--- config.mk ---
export PLATFORM = sky130hd
export DESIGN_NAME = ext_slave_router
export DESIGN_NICKNAME = d
export VERILOG_FILES = /design/src/rtl/ext_router_pkg.sv /design/src/rtl/ext_parity_chk.sv /design/src/rtl/ext_claim_dec.sv /design/src/rtl/ext_addr_step.sv /design/src/rtl/ext_slave_router.sv
export SDC_FILE = /design/constraint.sdc
export NUM_CORES = 1
export LEC_CHECK = 0
export BUFFER_PORTS_ARGS = -buffer_cell sky130_fd_sc_hd__buf_4
export CORE_ASPECT_RATIO = 0.8
export CORE_MARGIN = 3
export CORE_UTILIZATION = 40
export DETAILED_ROUTE_END_ITERATION = 8
export GPL_ROUTABILITY_DRIVEN = 0
export PLACE_DENSITY = 0.68
export SLEW_MARGIN = 30
export SYNTH_ARGS = -nofsm -noshare
export SYNTH_HDL_FRONTEND = slang
export SYNTH_SLANG_ARGS = --single-unit
--- constraint.sdc ---
create_clock -name clk -period 4.6 [get_ports clk]
set_input_delay 0 -clock clk [delete_from_list [all_inputs] [get_ports clk]]
set_output_delay 0 -clock clk [all_outputs]
set_load 0.005 [all_outputs]
--- src/rtl/ext_router_pkg.sv ---
package ext_router_pkg;

  localparam logic [1:0] SP_A16 = 2'd0;
  localparam logic [1:0] SP_A24 = 2'd1;
  localparam logic [1:0] SP_A32 = 2'd2;
  localparam logic [1:0] SP_RSV = 2'd3;

  localparam logic [2:0] K_SINGLE = 3'd0;
  localparam logic [2:0] K_RMW    = 3'd1;
  localparam logic [2:0] K_SYNC   = 3'd2;
  localparam logic [2:0] K_D64    = 3'd3;
  localparam logic [2:0] K_BLOCK  = 3'd4;

  typedef enum logic [1:0] {
    DST_NONE = 2'd0,
    DST_REG  = 2'd1,
    DST_DRAM = 2'd2,
    DST_VME  = 2'd3
  } dest_e;

  typedef enum logic [2:0] {
    ST_IDLE   = 3'd0,
    ST_DECODE = 3'd1,
    ST_DATA   = 3'd2,
    ST_ISSUE  = 3'd3,
    ST_ACK    = 3'd4,
    ST_BERR   = 3'd5,
    ST_DONE   = 3'd6,
    ST_SKIP   = 3'd7
  } state_e;

  // Kinds that carry more than one data beat per address phase.
  function automatic logic is_burst(input logic [2:0] kind);
    return (kind == K_SYNC) || (kind == K_D64) || (kind == K_BLOCK);
  endfunction

  // Byte distance between consecutive beats.
  function automatic logic [3:0] beat_step(input logic [2:0] kind,
                                           input logic [1:0] size);
    if (kind == K_D64) return 4'd8;
    case (size)
      2'd0:    return 4'd1;
      2'd1:    return 4'd2;
      default: return 4'd4;
    endcase
  endfunction

endpackage

--- src/rtl/ext_parity_chk.sv ---
module ext_parity_chk #(
  parameter int LANES = 4
) (
  input  logic [LANES*8-1:0] data,
  input  logic [LANES-1:0]   par,
  output logic               bad
);
  logic [LANES-1:0] lane_odd;

  generate
    for (genvar g = 0; g < LANES; g++) begin : g_lane
      // Even parity: the byte plus its parity bit must hold an even count of ones.
      assign lane_odd[g] = ^{par[g], data[g*8 +: 8]};
    end
  endgenerate

  assign bad = |lane_odd;
endmodule

--- src/rtl/ext_claim_dec.sv ---
module ext_claim_dec
  import ext_router_pkg::*;
(
  input  logic [1:0] space,
  input  logic [2:0] kind,
  input  logic [1:0] size,
  input  logic       hit_cfg,
  input  logic       hit_mem,
  input  logic       mem_sel_reg,
  input  logic       hit_win,
  output dest_e      dest
);
  logic legal;

  always_comb begin
    legal = 1'b1;
    if (space == SP_RSV)                      legal = 1'b0;
    if (kind > K_BLOCK)                       legal = 1'b0;
    if (is_burst(kind) && space == SP_A16)    legal = 1'b0;
    if (kind != K_D64 && size == 2'd3)        legal = 1'b0;

    dest = DST_NONE;
    if (legal) begin
      if (hit_cfg && space == SP_A16)
        dest = DST_REG;
      else if (hit_mem && space != SP_A16)
        dest = mem_sel_reg ? DST_REG : DST_DRAM;
      else if (hit_win)
        dest = DST_VME;
    end
  end
endmodule

--- src/rtl/ext_addr_step.sv ---
module ext_addr_step
  import ext_router_pkg::*;
#(
  parameter int AW = 32
) (
  input  logic          clk,
  input  logic          rst,
  input  logic          load,
  input  logic [AW-1:0] load_addr,
  input  logic          adv,
  input  logic [2:0]    kind,
  input  logic [1:0]    size,
  output logic [AW-1:0] addr
);
  logic [AW-1:0] step_ext;

  assign step_ext = {{(AW-4){1'b0}}, beat_step(kind, size)};

  always_ff @(posedge clk) begin
    if (rst)       addr <= '0;
    else if (load) addr <= load_addr;
    else if (adv)  addr <= addr + step_ext;
  end
endmodule

--- src/rtl/ext_slave_router.sv ---
module ext_slave_router
  import ext_router_pkg::*;
#(
  parameter int AW     = 32,
  parameter int DW     = 32,
  parameter int NWIN   = 4,
  parameter int WSEL_W = 2
) (
  input  logic              clk,
  input  logic              rst,
  input  logic              ext_as,
  input  logic              ext_ds,
  input  logic              ext_we,
  input  logic [1:0]        ext_space,
  input  logic [2:0]        ext_kind,
  input  logic [1:0]        ext_size,
  input  logic [AW-1:0]     ext_addr,
  input  logic [AW/8-1:0]   ext_apar,
  input  logic [DW-1:0]     ext_wdata,
  input  logic [DW/8-1:0]   ext_dpar,
  output logic              ext_ack,
  output logic              ext_berr,
  output logic [DW-1:0]     ext_rdata,
  input  logic              hit_cfg,
  input  logic              hit_mem,
  input  logic              mem_sel_reg,
  input  logic              hit_win,
  input  logic [WSEL_W-1:0] win_sel,
  input  logic [NWIN-1:0]   win_noblock,
  output logic              reg_req,
  input  logic              reg_done,
  input  logic [DW-1:0]     reg_rdata,
  output logic              dram_req,
  input  logic              dram_done,
  input  logic [DW-1:0]     dram_rdata,
  output logic              vme_req,
  output logic              vme_block,
  input  logic              vme_done,
  input  logic [DW-1:0]     vme_rdata,
  output logic [AW-1:0]     tgt_addr,
  output logic              tgt_we,
  output logic [DW-1:0]     tgt_wdata,
  output logic [1:0]        tgt_size,
  output logic              tgt_lock
);
  localparam int ALANES = AW / 8;
  localparam int DLANES = DW / 8;

  state_e            st;
  dest_e             dest_c, dest_q;
  logic [1:0]        space_q, size_q;
  logic [2:0]        kind_q;
  logic              we_q, burst_q;
  logic              hit_cfg_q, hit_mem_q, msel_q, hit_win_q;
  logic [WSEL_W-1:0] win_q;
  logic              apar_bad, apar_bad_q, dpar_bad;
  logic              done_sel;
  logic [DW-1:0]     rdata_sel;
  logic              load_addr, adv_addr;

  // Address parity is judged on the live bus in the capture cycle.
  ext_parity_chk #(.LANES(ALANES)) u_apar (
    .data(ext_addr), .par(ext_apar), .bad(apar_bad)
  );

  ext_parity_chk #(.LANES(DLANES)) u_dpar (
    .data(ext_wdata), .par(ext_dpar), .bad(dpar_bad)
  );

  ext_claim_dec u_claim (
    .space(space_q), .kind(kind_q), .size(size_q),
    .hit_cfg(hit_cfg_q), .hit_mem(hit_mem_q), .mem_sel_reg(msel_q),
    .hit_win(hit_win_q), .dest(dest_c)
  );

  assign load_addr = (st == ST_IDLE) && ext_as;
  assign adv_addr  = (st == ST_ACK) && !ext_ds && ext_as && burst_q;

  ext_addr_step #(.AW(AW)) u_addr (
    .clk(clk), .rst(rst), .load(load_addr), .load_addr(ext_addr),
    .adv(adv_addr), .kind(kind_q), .size(size_q), .addr(tgt_addr)
  );

  always_comb begin
    case (dest_q)
      DST_REG:  begin done_sel = reg_done;  rdata_sel = reg_rdata;  end
      DST_DRAM: begin done_sel = dram_done; rdata_sel = dram_rdata; end
      DST_VME:  begin done_sel = vme_done;  rdata_sel = vme_rdata;  end
      default:  begin done_sel = 1'b0;      rdata_sel = '0;         end
    endcase
  end

  always_ff @(posedge clk) begin
    if (rst) begin
      st         <= ST_IDLE;
      dest_q     <= DST_NONE;
      space_q    <= SP_A16;
      size_q     <= 2'd0;
      kind_q     <= K_SINGLE;
      we_q       <= 1'b0;
      burst_q    <= 1'b0;
      hit_cfg_q  <= 1'b0;
      hit_mem_q  <= 1'b0;
      msel_q     <= 1'b0;
      hit_win_q  <= 1'b0;
      win_q      <= '0;
      apar_bad_q <= 1'b0;
      ext_ack    <= 1'b0;
      ext_berr   <= 1'b0;
      ext_rdata  <= '0;
      reg_req    <= 1'b0;
      dram_req   <= 1'b0;
      vme_req    <= 1'b0;
      vme_block  <= 1'b0;
      tgt_we     <= 1'b0;
      tgt_wdata  <= '0;
      tgt_size   <= 2'd0;
      tgt_lock   <= 1'b0;
    end else begin
      case (st)
        ST_IDLE: begin
          if (ext_as) begin
            space_q    <= ext_space;
            kind_q     <= ext_kind;
            size_q     <= ext_size;
            we_q       <= ext_we;
            hit_cfg_q  <= hit_cfg;
            hit_mem_q  <= hit_mem;
            msel_q     <= mem_sel_reg;
            hit_win_q  <= hit_win;
            win_q      <= win_sel;
            apar_bad_q <= apar_bad;
            st         <= ST_DECODE;
          end
        end

        ST_DECODE: begin
          if (!ext_as)
            st <= ST_IDLE;
          else if (apar_bad_q || dest_c == DST_NONE)
            st <= ST_SKIP;
          else begin
            dest_q   <= dest_c;
            burst_q  <= is_burst(kind_q);
            tgt_we   <= we_q;
            tgt_size <= size_q;
            tgt_lock <= (kind_q == K_RMW);
            st       <= ST_DATA;
          end
        end

        ST_DATA: begin
          if (!ext_as)
            st <= ST_IDLE;
          else if (ext_ds) begin
            if (we_q && dpar_bad) begin
              ext_berr <= 1'b1;
              st       <= ST_BERR;
            end else begin
              tgt_wdata <= ext_wdata;
              reg_req   <= (dest_q == DST_REG);
              dram_req  <= (dest_q == DST_DRAM);
              vme_req   <= (dest_q == DST_VME);
              vme_block <= (dest_q == DST_VME) && burst_q && !win_noblock[win_q];
              st        <= ST_ISSUE;
            end
          end
        end

        ST_ISSUE: begin
          // A started target access always runs to its completion pulse.
          if (done_sel) begin
            reg_req   <= 1'b0;
            dram_req  <= 1'b0;
            vme_req   <= 1'b0;
            vme_block <= 1'b0;
            ext_rdata <= we_q ? '0 : rdata_sel;
            ext_ack   <= 1'b1;
            st        <= ST_ACK;
          end
        end

        ST_ACK: begin
          if (!ext_ds) begin
            ext_ack <= 1'b0;
            if (!ext_as)     st <= ST_IDLE;
            else if (burst_q) st <= ST_DATA;
            else             st <= ST_DONE;
          end
        end

        ST_BERR: begin
          if (!ext_ds) begin
            ext_berr <= 1'b0;
            st       <= ext_as ? ST_DONE : ST_IDLE;
          end
        end

        default: begin
          if (!ext_as) st <= ST_IDLE;
        end
      endcase
    end
  end

  // ---------------------------------------------------------------------
  // Assertions
  // ---------------------------------------------------------------------
  assert_one_target_R3: assert property (@(posedge clk) disable iff (rst)
    $onehot0({reg_req, dram_req, vme_req}));

  assert_cfg_to_reg_R1: assert property (@(posedge clk) disable iff (rst)
    (st == ST_ISSUE && hit_cfg_q && space_q == SP_A16) |-> reg_req);

  assert_dram_not_a16_R2: assert property (@(posedge clk) disable iff (rst)
    dram_req |-> (space_q != SP_A16));

  assert_a16_burst_unclaimed_R5: assert property (@(posedge clk) disable iff (rst)
    (st == ST_DECODE && space_q == SP_A16 && is_burst(kind_q))
      |=> (st == ST_SKIP || st == ST_IDLE));

  assert_addr_parity_ignored_R6: assert property (@(posedge clk) disable iff (rst)
    (st == ST_DECODE && apar_bad_q) |=> (st == ST_SKIP || st == ST_IDLE));

  assert_skip_silent_R6: assert property (@(posedge clk) disable iff (rst)
    (st == ST_SKIP) |-> (!ext_ack && !ext_berr && !reg_req && !dram_req && !vme_req));

  assert_berr_only_write_R7: assert property (@(posedge clk) disable iff (rst)
    ext_berr |-> we_q);

  assert_ack_berr_exclusive_R7: assert property (@(posedge clk) disable iff (rst)
    !(ext_ack && ext_berr));

  assert_addr_step_R9: assert property (@(posedge clk) disable iff (rst)
    (st == ST_ACK && !ext_ds && ext_as && burst_q)
      |=> (tgt_addr == $past(tgt_addr) + {{(AW-4){1'b0}}, beat_step(kind_q, size_q)}));

  assert_split_flag_R10: assert property (@(posedge clk) disable iff (rst)
    vme_block |-> (vme_req && burst_q && !win_noblock[win_q]));

endmodule

==> flow_summary.toml <==
[worst_setup_path]
path_delay_family = "simple AND/OR/NAND/NOR gates"
worstReg2RegEnd = "u_addr.addr[11]"
path_depth = 10
crit_start = "kind_q[2]"
start_kind = "flip-flop"
cp_cell_sequence = "nand3b_1 > inv_1 > nor3_1 > ha_1 > a21o_1 > a21oi_1 > o21bai_1 > nand3_1 > or4_1 > a31oi_1"
ff2ff_setup_slack_ps = 1570
worstPathRequired_ps = 4940
critPathSlowestCell = "o21bai_1"
cp_max_fo = 12
r2r.worst_path.cells = 10
crit_type = "flip-flop to flip-flop"
worstPathArrival_ps = 3370
cp_slowest_stage_delay_ps = 700
cp-end-kind = "flip-flop"
r2r_start = "kind_q[2]"
cp.buffers_inverters = 1

[hold_path]
hp-class = "input pin to flip-flop"
min-delay-start = "dram_rdata[15]"
holdPathStages = 5
min_delay_worst_endpoint = "ext_rdata[15]"

[layout]
fillers = 1605
final_layout_size_suffix_gt1_share_pct = 36.7
layout_commonest_cell = "buf_4"
fin_nets = 1411
syn_to_final_growth_pct = 49.2
fin_area_sq_um = 11300
diodes = 0
mostFrequentLayoutCells = "buf_4 (306), dfxtp_1 (127), dlygate4sd3_1 (82), a21oi_1 (80), nor2_1 (67)"

[yosys]
synthCells = 871
ys.flop_type = "dfxtp_1"
yosys_warnings = 0
yosysSeqAreaShare_pct = 33.7
synth_edf_count = 0
synthArstFlopShare_pct = 0
synth_fp_nets = 1069
synth.avg_cell_area_sq_um = 8.67
ys_ff_latch = 127
ys_types = 69
syn_area_sq_um = 7550

[place]
pre_cts_ws_ps = 1660
place_hpwl_mm = 16.7
port_buffers = 298
placed_cell_area_sq_um = 9860

[floorplan]
io_pins = 299
fp.dieArea_sq_um = 20600
core_sq_um = 18300
initial_core_util_pct = 41.2
rows = 44
dieHeight_um = 129
die_x_um = 160

[pwr]
power_frac_seq_pct = 36.1
p_int_mw = 2.51
power_switching_mw = 1.24
p_clk_share_pct = 36.4
comb_power_share_pct = 27.5
p_per_area_nw_per_um2 = 333
sw_frac_of_total_pct = 33.1
p_leak_nw = 4.58
vdd_ir_drop_max_mv = 0.208

[detailed_routing]
post-route-drc-count = 0
vias = 7679
drt-total-wl_mm = 24.4
drt_first_iter_violations = 459
first_pass_iters = 5
postRouteAntennaNets = 0
wl_per_cell_um = 16.5
viasPerCell = 5.19

[sta]
finalHoldViolations = 0
rsz0062_at_grt = "false"
slew_violations = 0
fmax_mhz = 330
relSlewSlack_pct = 43.0
tightest_slew_ps = 854
fin_crit_sh_pct = 65.8
post-route-min-period_ps = 3030
setup_ws_ps = 1570
setup_violations = 0
fin_tns_setup_ps = 0
fin_skew_ps = 9.70

[job]
drv_cap = 0

[global_routing]
antenna_found_initial = 0
overflow = 0
track_usage_pct = 22.9
grt_pass1_wl_mm = 38.8
grt_pass1_vias = 7266
grt_max_degree = 125

[clocking]
ctsLongestPathBuffers = 2
clock_latency_ps = 420
cts-root-buf = "clkbuf_16"
cts.sinks = 127
h-tree-depth = 4
clk_transition_reported_paths_ps = 60
cts_tree = "built"
cts_buffers = 17

[status]
outcome = "finished, final reports clean"
==> worst max path at each step <==
| stage | end | slack, ps |
|---|---|---|
| after CTS | u_addr.addr[11] | 1630 |
| after global routing | u_addr.addr[11] | 1230 |
| after detailed placement | u_addr.addr[11] | 1660 |
| final | u_addr.addr[11] | 1570 |
| after floorplan | u_addr.addr[28] | 2040 |
| after global placement | u_addr.addr[28] | 1720 |
==> per-layer routing <==
layer / vias up / share of wire, % / global-route usage [%]
met4: 0 / 1.2 / 5.97
li1: 3801 / - / -
met2: 262 / 46 / 36.3
met1: 3592 / 47 / 31.7
met5: - / 0 / 0
met3: 24 / 5.9 / 5.34
==> worst register-to-register path: stages, from the launching register on <==
cell      delay, ps
dfxtp_1         390
nand3b_1        190
inv_1            80
nor3_1          150
ha_1            220
a21o_1          130
a21oi_1         120
o21bai_1        700
nand3_1         320
or4_1           460
a31oi_1         180
==> cell type report <==
class                   count  area, sq um  area share, %
multi-input cells         669         4650           41.3
repair buffers            389         3130           27.8
flip-flops and latches    127         2540           22.6
clock buffers              17          425           3.78
well taps                 253          317           2.81
clock inverters            15          166           1.48
inverters                   9         33.8          0.300
==> sequential cells by signal (all words and copies together), names as in the netlist, 2 cells and up <==
register     flops
dest_q           2
ext_rdata       32
kind_q           3
size_q           2
space_q          2
st               3
tgt_size         2
tgt_wdata       32
u_addr.addr     32
win_q            2
==> power by group through the flow <==
| stage | sequential (mW) | combinational [mW] | clock, mW |
|---|---|---|---|
| 6_report | 1.35 | 1.03 | 1.37 |
| 5_1_grt | 1.37 | 1.13 | 1.44 |
| 4_1_cts | 1.35 | 1.03 | 1.39 |
| 3_5_place_dp | 1.37 | 0.970 | 0 |
| 3_3_place_gp | 1.37 | 0.960 | 0 |
| 2_1_floorplan | 1.32 | 0.624 | 0 |
==> Yosys cell counts (all sizes together), types with 2 or more instances <==
cell type    n  area [sq um]
a2111oi      2          17.5
a211o        3          26.3
a211oi       2          15.0
a21o         2          15.0
a21oi       80           400
a221oi       4          35.0
a22oi       39           293
a31oi       16           100
a32oi        3          26.3
a41oi        5          43.8
and2         5          32.5
and3         7          43.8
buf         14           109
clkbuf      51           215
dfxtp      127          2540
ha           4          50.1
inv          9          33.8
mux2        35           394
mux2i       42           420
nand2       65           244
nand2b      16           100
nand3       18          95.1
nand3b       5          37.5
nand4       11          68.8
nand4b       2          17.5
nor2        69           275
nor2b        3          18.8
nor3        45           235
nor4         5          37.5
nor4b        4          50.1
o211ai       5          37.5
o21ai       18          90.1
o21bai       3          22.5
o22ai        2          12.5
or2          2          12.5
or2b        58           505
or3          8          50.1
or4          2          15.0
xnor2       49           429
xnor3        4          96.4
xor2        12           105
==> per-stage QoR <==
stage | utilization (%) | hold WS (ps) | instances | power (mW)
2_1_floorplan | - | 136 | 871 | 1.94
3_3_place_gp | 53.7 | 253 | 1365 | 2.33
3_5_place_dp | 53.8 | 254 | 1365 | 2.34
4_1_cts | 61.5 | 0.744 | 1479 | 3.77
5_1_grt | 61.5 | 31.8 | 1479 | 3.94
6_report | 61.5 | 8.86 | 1479 | 3.75
==> what timing repair did <==
item                      CTS  global route
resized for setup           0             0
hold buffers               82             0
buffers inserted            0             0
hold endpoints to repair   83             0
==> cell families after synthesis <==
group / count (synthesis) / share of synthesized area, %
adder cells (fa/ha/maj): 5 / 0.928
XOR/XNOR: 65 / 8.35
flip-flops: 127 / 33.7
AO/OA/AOI/OAI: 192 / 16.2
AND/OR/NAND/NOR: 329 / 24.9
buffers and inverters: 75 / 4.87
multiplexers: 78 / 11.1
(Power assumes the default switching activity.)
